$ cat config.mk
export PLATFORM = sky130hd
export DESIGN_NAME = spi_cmd_engine
export DESIGN_NICKNAME = d
export VERILOG_FILES = /design/src/rtl/spi_cmd_pkg.sv /design/src/rtl/spi_cmd_regs.sv /design/src/rtl/spi_cmd_shift.sv /design/src/rtl/spi_cmd_seq.sv /design/src/rtl/spi_cmd_engine.sv
export SDC_FILE = /design/constraint.sdc
export NUM_CORES = 1
export LEC_CHECK = 0
export ABC_AREA = 1
export BUFFER_PORTS_ARGS = -buffer_cell sky130_fd_sc_hd__buf_2
export CAP_MARGIN = 15
export CORE_MARGIN = 2
export CORE_UTILIZATION = 55
export CTS_CLUSTER_SIZE = 28
export DETAILED_ROUTE_END_ITERATION = 8
export PLACE_DENSITY = 0.77
export REMOVE_ABC_BUFFERS = 1
export SYNTH_ARGS = -nofsm -noshare
export SYNTH_HDL_FRONTEND = slang
export SYNTH_HIERARCHICAL = 1
export SYNTH_SLANG_ARGS = --single-unit
$ cat constraint.sdc
create_clock -name clk -period 3 [get_ports clk]
set_clock_uncertainty 0.1 [all_clocks]
set_input_delay 0.6 -clock clk [delete_from_list [all_inputs] [get_ports clk]]
set_output_delay 0.6 -clock clk [all_outputs]
set_load 0.01 [all_outputs]
$ cat src/rtl/spi_cmd_pkg.sv
package spi_cmd_pkg;

  localparam logic [7:0] REG_TXQ  = 8'h90;
  localparam logic [7:0] REG_RXQ  = 8'h91;
  localparam logic [7:0] REG_LEN  = 8'h92;
  localparam logic [7:0] REG_CTRL = 8'h93;

  localparam int CB_GO   = 0;
  localparam int CB_CLR  = 1;
  localparam int CB_NORD = 2;

  typedef enum logic [1:0] {
    SEQ_IDLE = 2'd0,
    SEQ_TX   = 2'd1,
    SEQ_RX   = 2'd2
  } seq_state_e;

  typedef struct packed {
    logic [3:0] rd_m1;
    logic [3:0] wr_n;
  } len_field_t;

endpackage

$ cat src/rtl/spi_cmd_regs.sv
module spi_cmd_regs
  import spi_cmd_pkg::*;
#(
  parameter int DEPTH = 16
) (
  input  logic                     clk,
  input  logic                     rst,
  input  logic [7:0]               reg_addr,
  input  logic [7:0]               reg_wdata,
  input  logic                     reg_we,
  input  logic                     reg_re,
  output logic [7:0]               reg_rdata,
  input  logic                     busy,
  input  logic                     done,
  input  logic [$clog2(DEPTH)-1:0] tx_idx,
  output logic [7:0]               tx_byte,
  input  logic                     rx_we,
  input  logic [7:0]               rx_byte,
  output logic                     start,
  output logic                     start_nord,
  output len_field_t               len_q
);

  localparam int IW = $clog2(DEPTH);
  localparam int CW = IW + 1;

  logic [7:0]    tx_mem [DEPTH];
  logic [7:0]    rx_mem [DEPTH];
  logic [CW-1:0] wr_cnt;
  logic [IW-1:0] rx_wp;
  logic [IW-1:0] rd_ptr;
  logic          nord_q, rbk_q, mode_q;
  logic          idle_we, wr_txq, wr_len, wr_ctrl, rd_rxq, clr, q_room;

  assign idle_we    = reg_we && !busy;
  assign wr_txq     = idle_we && (reg_addr == REG_TXQ);
  assign wr_len     = idle_we && (reg_addr == REG_LEN);
  assign wr_ctrl    = idle_we && (reg_addr == REG_CTRL);
  assign rd_rxq     = reg_re && (reg_addr == REG_RXQ);
  assign clr        = wr_ctrl && reg_wdata[CB_CLR];
  assign start      = wr_ctrl && reg_wdata[CB_GO];
  assign start_nord = reg_wdata[CB_NORD];
  assign q_room     = wr_cnt < CW'(DEPTH);

  // transmit queue: synchronous write, indexed read by the sequencer
  always_ff @(posedge clk) begin
    if (wr_txq && q_room) tx_mem[wr_cnt[IW-1:0]] <= reg_wdata;
  end
  assign tx_byte = tx_mem[tx_idx];

  // receive buffer: synchronous write, registered read below
  always_ff @(posedge clk) begin
    if (rx_we) rx_mem[rx_wp] <= rx_byte;
  end

  always_ff @(posedge clk) begin
    if (rst) begin
      wr_cnt <= '0;
      rx_wp  <= '0;
      rd_ptr <= '0;
      len_q  <= '0;
      nord_q <= 1'b0;
      rbk_q  <= 1'b0;
      mode_q <= 1'b0;
    end else begin
      if (clr || done)           wr_cnt <= '0;
      else if (wr_txq && q_room) wr_cnt <= wr_cnt + 1'b1;
      if (wr_len)  len_q <= len_field_t'(reg_wdata);
      if (wr_ctrl) {mode_q, rbk_q, nord_q} <= reg_wdata[4:2];
      if (start)      rx_wp <= '0;
      else if (rx_we) rx_wp <= rx_wp + 1'b1;
      if (start || clr) rd_ptr <= '0;
      else if (rd_rxq)  rd_ptr <= rd_ptr + 1'b1;
    end
  end

  always_ff @(posedge clk) begin
    if (rst) begin
      reg_rdata <= '0;
    end else if (reg_re) begin
      case (reg_addr)
        REG_TXQ:  reg_rdata <= 8'(wr_cnt);
        REG_RXQ:  reg_rdata <= rx_mem[rd_ptr];
        REG_LEN:  reg_rdata <= len_q;
        REG_CTRL: reg_rdata <= {3'b000, mode_q, rbk_q, nord_q, 1'b0, busy};
        default:  reg_rdata <= '0;
      endcase
    end
  end


  q_bound_chk: assert property (@(posedge clk) disable iff (rst)
    wr_cnt <= CW'(DEPTH));


  q_empty_after_done_chk: assert property (@(posedge clk) disable iff (rst)
    done |=> (wr_cnt == '0));


  busy_len_hold_chk: assert property (@(posedge clk) disable iff (rst)
    (busy && reg_we) |=> $stable(len_q));

endmodule

$ cat src/rtl/spi_cmd_shift.sv
module spi_cmd_shift (
  input  logic       clk,
  input  logic       rst,
  input  logic       load,
  input  logic [7:0] load_byte,
  input  logic       sh_fall,
  input  logic       sh_rise,
  input  logic       miso,
  output logic       mosi,
  output logic [7:0] rx_sr
);

  logic [7:0] tx_sr;

  always_ff @(posedge clk) begin
    if (rst) begin
      tx_sr <= '0;
      rx_sr <= '0;
    end else begin
      if (load)         tx_sr <= load_byte;
      else if (sh_fall) tx_sr <= {tx_sr[6:0], 1'b0};
      if (sh_rise)      rx_sr <= {rx_sr[6:0], miso};
    end
  end

  assign mosi = tx_sr[7];

endmodule

$ cat src/rtl/spi_cmd_seq.sv
module spi_cmd_seq
  import spi_cmd_pkg::*;
#(
  parameter int DEPTH    = 16,
  parameter int HALF_DIV = 2
) (
  input  logic                     clk,
  input  logic                     rst,
  input  logic                     start,
  input  logic                     start_nord,
  input  len_field_t               len_q,
  input  logic [7:0]               tx_byte,
  output logic [$clog2(DEPTH)-1:0] tx_idx,
  output logic                     busy,
  output logic                     done,
  output logic                     rx_we,
  output logic                     load,
  output logic [7:0]               load_byte,
  output logic                     sh_rise,
  output logic                     sh_fall,
  output logic                     cs_n,
  output logic                     sclk
);

  localparam int IW = $clog2(DEPTH);
  localparam int BW = $clog2(2 * DEPTH + 1);
  localparam int HW = (HALF_DIV > 1) ? $clog2(HALF_DIV) : 1;

  seq_state_e    st;
  logic [HW-1:0] hc;
  logic [2:0]    bit_q;
  logic [BW-1:0] byte_q, n_wr, n_tot, nxt_byte, new_wr, new_rd;
  logic          tick, byte_end, last, nxt_is_tx;

  assign busy      = (st != SEQ_IDLE);
  assign tick      = busy && (hc == HW'(HALF_DIV - 1));
  assign sh_rise   = tick && !sclk;
  assign sh_fall   = tick && sclk;
  assign byte_end  = sh_fall && (bit_q == 3'd7);
  assign nxt_byte  = byte_q + 1'b1;
  assign last      = byte_end && (nxt_byte == n_tot);
  assign nxt_is_tx = nxt_byte < n_wr;
  assign done      = last;
  assign rx_we     = byte_end && (st == SEQ_RX);
  assign tx_idx    = busy ? nxt_byte[IW-1:0] : '0;
  assign load      = start || byte_end;
  assign load_byte = (start || (byte_end && !last && nxt_is_tx)) ? tx_byte : 8'h00;
  assign new_wr    = BW'(len_q.wr_n) + 1'b1;
  assign new_rd    = start_nord ? '0 : (BW'(len_q.rd_m1) + 1'b1);

  always_ff @(posedge clk) begin
    if (rst) begin
      st     <= SEQ_IDLE;
      hc     <= '0;
      sclk   <= 1'b0;
      cs_n   <= 1'b1;
      bit_q  <= '0;
      byte_q <= '0;
      n_wr   <= '0;
      n_tot  <= '0;
    end else if (start) begin
      st     <= SEQ_TX;
      hc     <= '0;
      sclk   <= 1'b0;
      cs_n   <= 1'b0;
      bit_q  <= '0;
      byte_q <= '0;
      n_wr   <= new_wr;
      n_tot  <= new_wr + new_rd;
    end else if (busy) begin
      if (tick) begin
        hc   <= '0;
        sclk <= !sclk;
        if (sh_fall) begin
          if (byte_end) begin
            bit_q <= '0;
            if (last) begin
              st   <= SEQ_IDLE;
              cs_n <= 1'b1;
            end else begin
              byte_q <= nxt_byte;
              st     <= nxt_is_tx ? SEQ_TX : SEQ_RX;
            end
          end else begin
            bit_q <= bit_q + 1'b1;
          end
        end
      end else begin
        hc <= hc + 1'b1;
      end
    end
  end


  idle_clock_low_chk: assert property (@(posedge clk) disable iff (rst)
    cs_n |-> !sclk);


  end_edge_chk: assert property (@(posedge clk) disable iff (rst)
    $rose(cs_n) |-> $fell(sclk));

endmodule

$ cat src/rtl/spi_cmd_engine.sv
module spi_cmd_engine
  import spi_cmd_pkg::*;
#(
  parameter int DEPTH    = 16,
  parameter int HALF_DIV = 2
) (
  input  logic       clk,
  input  logic       rst,
  input  logic [7:0] reg_addr,
  input  logic [7:0] reg_wdata,
  input  logic       reg_we,
  input  logic       reg_re,
  output logic [7:0] reg_rdata,
  output logic       spi_cs_n,
  output logic       spi_sclk,
  output logic       spi_mosi,
  input  logic       spi_miso
);

  localparam int IW = $clog2(DEPTH);

  logic          busy, done, start, start_nord, rx_we, load, sh_rise, sh_fall;
  logic [IW-1:0] tx_idx;
  logic [7:0]    tx_byte, load_byte, rx_sr;
  len_field_t    len_q;

  spi_cmd_regs #(.DEPTH(DEPTH)) u_regs (
    .clk        (clk),
    .rst        (rst),
    .reg_addr   (reg_addr),
    .reg_wdata  (reg_wdata),
    .reg_we     (reg_we),
    .reg_re     (reg_re),
    .reg_rdata  (reg_rdata),
    .busy       (busy),
    .done       (done),
    .tx_idx     (tx_idx),
    .tx_byte    (tx_byte),
    .rx_we      (rx_we),
    .rx_byte    (rx_sr),
    .start      (start),
    .start_nord (start_nord),
    .len_q      (len_q)
  );

  spi_cmd_seq #(.DEPTH(DEPTH), .HALF_DIV(HALF_DIV)) u_seq (
    .clk        (clk),
    .rst        (rst),
    .start      (start),
    .start_nord (start_nord),
    .len_q      (len_q),
    .tx_byte    (tx_byte),
    .tx_idx     (tx_idx),
    .busy       (busy),
    .done       (done),
    .rx_we      (rx_we),
    .load       (load),
    .load_byte  (load_byte),
    .sh_rise    (sh_rise),
    .sh_fall    (sh_fall),
    .cs_n       (spi_cs_n),
    .sclk       (spi_sclk)
  );

  spi_cmd_shift u_shift (
    .clk       (clk),
    .rst       (rst),
    .load      (load),
    .load_byte (load_byte),
    .sh_fall   (sh_fall),
    .sh_rise   (sh_rise),
    .miso      (spi_miso),
    .mosi      (spi_mosi),
    .rx_sr     (rx_sr)
  );


  mosi_edge_chk: assert property (@(posedge clk) disable iff (rst)
    !$stable(spi_mosi) |-> ($fell(spi_sclk) || !$stable(spi_cs_n)));

endmodule

==> results.tsv, run 1 <==
metric	value	unit
Hold Path Origin	spi_miso	
post-synthesis compound-gate area fraction	9.95	%
xor-xnor portion of the synthesized cell area	0.421	%
dominant cells by area after synthesis	edfxtp_1, dfxtp_1, nand2_1, inv_1, o21ai_0	
Worst Reg-to-Reg Cells	14	
IR drop worst, VDD	0.000530	V
largest net degree at the start of global routing	97	
die area	27800	sq um
Post-Synth Simple-Gate Area	15.6	%
hold_buf cts	0	
HPWL Detailed	21900	um
DR vias/cell	5.79	
total chip power	9.26	mW
Worst EP required	3.11	ns
Int Power	7.44	mW
commonest non-fill, non-tap cell in the layout	edfxtp_1	
post-synth top area share	52.8	%
Power Dens Cells	565	nW/um^2
total inserted antenna cells	0	
Site Rows	59	
Sink Count	333	
drt total wl	34100	um
Final Hold Vio Count	0	
average instance area after synthesis	10.4	sq um
fill cell count	1993	
post-CTS setup repair buffer count	0	
CTS buffer count	35	
wire per inst	18.8	um
area added between synthesis and finish	12.4	%
Seq/Total Area, Yosys	63.3	%
final slew viol count	0	
Seq cells post-synth	333	
Peak Freq	362	MHz
Starting Density	55.9	%
Nets	1499	
largest family of logic cells by synthesized area	simple AND/OR/NAND/NOR gates	
Comb power frac	1.2	%
r2r setup slk	0.24	ns
worst r2r dst	u_regs/rx_mem[7][6]$_DFFE_PP_	
unique cell type count in the Yosys netlist	45	
Final Wtd Congestion	0.884	
Pre-antenna DRT Iters	7	
Final ANT Viol Nets	0	
ys async rst share	0	%
crit-path max FO	15	
Slew @ Worst Pin	0.936	ns
CP max stage cell	dfxtp_1	
Mapped Cells	1395	
port bufs	31	
crit-path cells	nor2_2 -> inv_2 -> nand2_1 -> inv_2 -> nand2_2 -> inv_2 -> nand2_4 -> inv_2 -> nand2_1 -> nor2_1 -> buf_4 -> nand2_1 -> nor2_1 -> buf_4	
most used cell, CP	inv_2	
Synth area leader	edfxtp_1	
GRT overflow	0	
gr usage total	24.7	%
TritonCTS clock tree	yes	
period utilisation layout	92.1	%
WHS Path Cells	3	
DRT iter0 DRCs	1250	
Worst Hold Path EP	u_shift/rx_sr[0]$_SDFFE_PP0P_	
power share of the clock group	45.5	%
Leak	6.30	nW
Worst setup SP type	flop	
CTS H-tree lvls	2	
Sequential Power Share	53.2	%
most used flip-flop cell after synthesis	edfxtp_1	
most frequent cells in the layout	edfxtp_1, nand2_1, inv_1	
minimum clock period	2.76	ns
core area	26100	sq um
footprint of the multi-input gates	4420	sq um
clock buffer depth	3	
Min Hold Slack	0.264	ns
clock slew at reported path FFs	0.06	ns
via count	10500	
Worst Setup Path Type	reg -> reg	
vias in the first global route	10200	
Post-route DRC	0	
Chip Width	167	um
outcome	finished, final reports clean	
layout cell share with drive strength beyond 1	11.8	%
Yosys warnings	6	
Max-slew headroom	37.6	%
Top Ports	32	
Sw Ratio	19.6	%
worst r2r src	u_seq/st[1]$_SDFFE_PP0P_	
multiplexer share of the synthesized area	2.20	%
initial antenna violation count	0	
MaxCap Viol Count	0	
switching power	1.81	mW
hold crit path type	in -> reg	
register area	9230	sq um
Netlist Area Pre-Place	14600	sq um
Synth Area in Adders	2.11	%
chip height	167	um
first-pass GRT wire length	54300	um
CP max stage delay	0.37	ns
WP data arrival	2.87	ns
number of synthesized flops with an enable pin	256	
final setup violation count	0	
unrepaired setup endpoints after global routing	false	
root buffer cell	clkbuf_16	
element type at the critical path end	flop	
Clock Latency Late Sink	0.52	ns
CTS resizes	0	
[power by group through the flow]
stage / combinational (mW) / sequential (mW) / clock (mW)
3_3_place_gp: 0.108 / 5.03 / 0
6_report: 0.113 / 4.93 / 4.22
4_1_cts: 0.111 / 4.93 / 4.26
2_1_floorplan: 0.0352 / 5.03 / 0
5_1_grt: 0.123 / 4.93 / 4.44
3_5_place_dp: 0.111 / 5.03 / 0
[synth_stat cells, types with 4 or more instances]
cell type,count
buf_2,17
dfxtp_1,77
ha_1,23
inv_2,10
nor3_1,7
nand4_1,6
o22ai_1,8
inv_1,162
edfxtp_1,256
mux2i_1,32
a21boi_1,8
nand3_2,5
nor2_2,4
a21oi_1,74
o21ai_0,110
o211ai_1,44
xor2_1,6
nand2_2,6
buf_6,4
nand3_1,103
nand2_1,226
nor2_1,138
clkbuf_1,32
[sequential cells by signal, indices dropped and copies added, names as in the netlist, 6 cells and up, named ones only]
name	count
u_seq/byte_q	6
u_regs/rx_mem	128
u_shift/rx_sr	8
u_regs/tx_mem	128
u_regs/reg_rdata	8
u_regs/len_q	8
u_seq/n_tot	6
u_shift/tx_sr	8
[layer usage]
layer | part of all wire, % | wire (um) | vias to the layer above | global-route usage, %
met5 | 0 | 0 | - | 0
met4 | 2.1 | 725 | 0 | 6.93
met3 | 9.0 | 3070 | 63 | 4.71
met2 | 47 | 16000 | 492 | 39.1
met1 | 42 | 14400 | 5064 | 35.2
li1 | - | - | 4885 | -
[cells by family (layout without fill, tap and decap cells)]
logic type,after synthesis,in the layout
adders and majority gates,24,24
AOI/OAI and AO/OA,255,255
buffers and inverters,232,317
and+or+nand+nor,512,512
xor gates and xnor gates,7,7
DFF,333,333
muxes,32,32
[per-stage QoR]
| step | setup TNS, ns | setup WS (ns) | cells | area, sq um | utilization [%] |
|---|---|---|---|---|---|
| after floorplan | -18.76 | -2.38 | 1336 | 14300 | - |
| after global placement | 0 | 0.320 | 1752 | 15300 | 58.6 |
| after detailed placement | 0 | 0.265 | 1752 | 15300 | 58.6 |
| after CTS | 0 | 0.244 | 1815 | 16400 | 62.9 |
| after global routing | 0 | 0.0547 | 1815 | 16400 | 62.9 |
| final | 0 | 0.237 | 1815 | 16400 | 62.9 |
[worst max-delay path by stage]
stage | end | cells past startpoint | slack (ns) | from
4_1_cts | u_regs/rx_mem[7][6]$_DFFE_PP_ | 14 | 0.24 | u_seq/st[1]$_SDFFE_PP0P_
3_5_place_dp | u_shift/tx_sr[1]$_SDFFE_PP0P_ | 15 | 0.27 | reg_addr[3]
2_1_floorplan | u_shift/tx_sr[6]$_SDFFE_PP0P_ | 11 | -2.38 | u_seq/st[0]$_SDFFE_PP0P_
3_3_place_gp | u_regs/rx_mem[1][2]$_DFFE_PP_ | 14 | 0.32 | u_seq/st[0]$_SDFFE_PP0P_
6_report | u_regs/rx_mem[7][6]$_DFFE_PP_ | 14 | 0.24 | u_seq/st[1]$_SDFFE_PP0P_
5_1_grt | u_regs/rx_mem[2][2]$_DFFE_PP_ | 14 | 0.05 | u_seq/st[1]$_SDFFE_PP0P_
[final cells by class]
cell class | count | share of cell area [%]
clock inverters | 19 | 1.11
inverters | 173 | 3.96
repair buffers | 81 | 3.32
well taps | 335 | 2.56
multi-input cells | 830 | 27.0
flip-flops and latches | 333 | 56.3
clock buffers | 44 | 5.74
[worst max-delay path, delay by kind of cell, from the launching register on]
family,cells,cell delay (ns)
buffers and inverters,6,1.02
AND/OR/NAND/NOR,8,0.97
flip-flops,1,0.37
(Power assumes the default switching activity.)
==> run 2: changes to the inputs <==
- PLACE_DENSITY: 0.77 -> not set
- PLACE_DENSITY_LB_ADDON: not set -> 0.25
==> run 2 against run 1 <==
Design area increased by 0.50%. Core utilization up 0.32 points. Maximum frequency grew 0.19%. Register-to-register slack barely moved. Largest cell class unchanged.
==> results.tsv, run 2 (same netlist as run 1, synthesis figures left out) <==
metric	value	unit	change
hold_buf cts	0		unchanged
hold crit path type	in -> reg		
crit-path leading delay family	buffers and inverters		
Post-route DRC	0		unchanged
wire per inst	18.4	um	-1.9%
IR drop worst, VDD	0.000490	V	-7.4%
Power Dens Cells	566	nW/um^2	+0.22%
chip height	167	um	unchanged
final slew viol count	0		unchanged
Worst setup SP type	flop		
CP max stage cell	dfxtp_1		
Starting Density	55.9	%	unchanged
element type at the critical path end	flop		
Nets	1504		+0.33%
initial antenna violation count	1		+1
Slew @ Worst Pin	0.955	ns	+0.0195 ns
period utilisation layout	91.9	%	-0.18 points
Hold Path Origin	spi_miso		
total chip power	9.32	mW	+0.72%
GRT overflow	0		unchanged
final setup violation count	0		unchanged
TNS Setup	0	ns	unchanged
TritonCTS clock tree	yes		
Max-slew headroom	36.2	%	-1.3 points
post-CTS setup repair buffer count	0		unchanged
met1 usage	37.4	%	+2.2 points
gr usage total	24.3	%	-0.33 points
Worst EP required	3.11	ns	about the same
DR vias/cell	5.61		-3.0%
Final Wtd Congestion	0.902		+2.0%
vias in the first global route	9505		-6.4%
Top Ports	32		unchanged
Final Hold Vio Count	0		unchanged
Final ANT Viol Nets	0		unchanged
Sink Count	333		unchanged
port bufs	31		unchanged
outcome	finished, final reports clean		
drt total wl	33600	um	-1.5%
Leak	6.34	nW	+0.67%
Worst Hold Path EP	u_shift/rx_sr[0]$_SDFFE_PP0P_		
Site Rows	59		unchanged
most used cell, CP	inv_2		
clock slew at reported path FFs	0.06	ns	about the same
root buffer cell	clkbuf_16		
Pre-antenna DRT Iters	7		unchanged
CP max stage delay	0.36	ns	about the same
GRT busiest layer	met1		
MaxCap Viol Count	0		unchanged
worst r2r src	u_seq/st[1]$_SDFFE_PP0P_		
die area	27800	sq um	unchanged
commonest non-fill, non-tap cell in the layout	edfxtp_1		
r2r setup slk	0.24	ns	about the same
GR Util met2	35.3	%	-3.8 points
CTS buffer count	36		+2.9%
first-pass GRT wire length	52900	um	-2.5%
core area	26100	sq um	unchanged
HPWL Detailed	22200	um	+1.7%
CTS H-tree lvls	2		unchanged
Worst Reg-to-Reg Cells	14		unchanged
WHS Path Cells	3		unchanged
grt met3 use	4.71	%	unchanged
clock buffer depth	3		unchanged
unrepaired setup endpoints after global routing	false		
area added between synthesis and finish	13.0	%	
DRT iter0 DRCs	1185		-5.2%
layout cell share with drive strength beyond 1	12.4	%	+0.62 points
Crit path buffers/inverters	6		unchanged
Clock Latency Late Sink	0.51	ns	about the same
minimum clock period	2.76	ns	-0.00526 ns
Peak Freq	363	MHz	+0.19%
worst r2r dst	u_regs/rx_mem[7][4]$_DFFE_PP_		
largest net degree at the start of global routing	81		-16%
fill cell count	2066		+3.7%
WP data arrival	2.87	ns	about the same
final design utilization	63.2	%	+0.32 points
Worst Setup Path Type	reg -> reg		
crit-path max FO	15		unchanged
Chip Width	167	um	unchanged
via count	10200		-2.6%
most frequent cells in the layout	edfxtp_1, nand2_1, inv_1		
crit-path cells	nor2_2 -> inv_2 -> nand2_1 -> inv_2 -> nand2_2 -> inv_2 -> nand2_4 -> inv_2 -> nand2_1 -> nor2_1 -> buf_4 -> nand2_1 -> nor2_1 -> buf_4		
CTS resizes	0		unchanged
[run 2: changes by cell type in the layout (fill, tap and decap cells not counted), sizes merged]
cell / delta
buf: +4
clkbuf: +3
clkinvlp: +2
clkinv: -2
inv: +1
diode: +1
bufinv: -1
[run 2: how the worst max path moves through the flow]
stage	startpoint	to	cells past startpoint
after detailed placement	u_seq/st[1]$_SDFFE_PP0P_	u_regs/rx_mem[8][0]$_DFFE_PP_	14
final	u_seq/st[1]$_SDFFE_PP0P_	u_regs/rx_mem[7][4]$_DFFE_PP_	14
after global placement	u_seq/st[0]$_SDFFE_PP0P_	u_regs/rx_mem[11][3]$_DFFE_PP_	14
after CTS	u_seq/st[1]$_SDFFE_PP0P_	u_regs/rx_mem[4][4]$_DFFE_PP_	14
after global routing	u_seq/st[0]$_SDFFE_PP0P_	u_regs/rx_mem[4][3]$_DFFE_PP_	14
after floorplan	u_seq/st[0]$_SDFFE_PP0P_	u_shift/tx_sr[6]$_SDFFE_PP0P_	11
[run 2: where the power goes]
group          internal [mW]  switching (mW)  total (mW)
Sequential              4.93         0.00125        4.93
Clock                   2.54            1.74        4.28
Combinational         0.0252          0.0882       0.113
Total                   7.49            1.83        9.32
[run 2: final cells by class]
class                   instances  area (sq um)  area share [%]
inverters                     173           649            3.94
repair buffers                 85           586            3.56
flip-flops and latches        333          9230            56.1
diodes                          1          2.50          0.0152
multi-input cells             830          4420            26.8
clock inverters                19           156           0.950
clock buffers                  47          1000            6.10
well taps                     335           419            2.55
[run 2: stage by stage]
stage	hold WS [ns]	std cells	area, sq um	setup slack (ns)
after global placement	0.337	1756	15300	0.291
after CTS	0.216	1822	16500	0.244
after detailed placement	0.344	1756	15300	0.270
after global routing	0.256	1822	16500	0.0226
after floorplan	0.325	1336	14300	-2.38
final	0.240	1823	16500	0.242
[run 2: tightest hold or removal path: stages]
cell and delay (ns):
buf_2 0.09, nor2_1 0.04, nor2_1 0.09
[run 2: layer usage]
| metal | routed length (um) | vias to the layer above |
|---|---|---|
| met4 | 879 | 0 |
| met1 | 15200 | 4884 |
| met2 | 14700 | 387 |
| li1 | - | 4905 |
| met3 | 2830 | 58 |
| met5 | 0 | - |
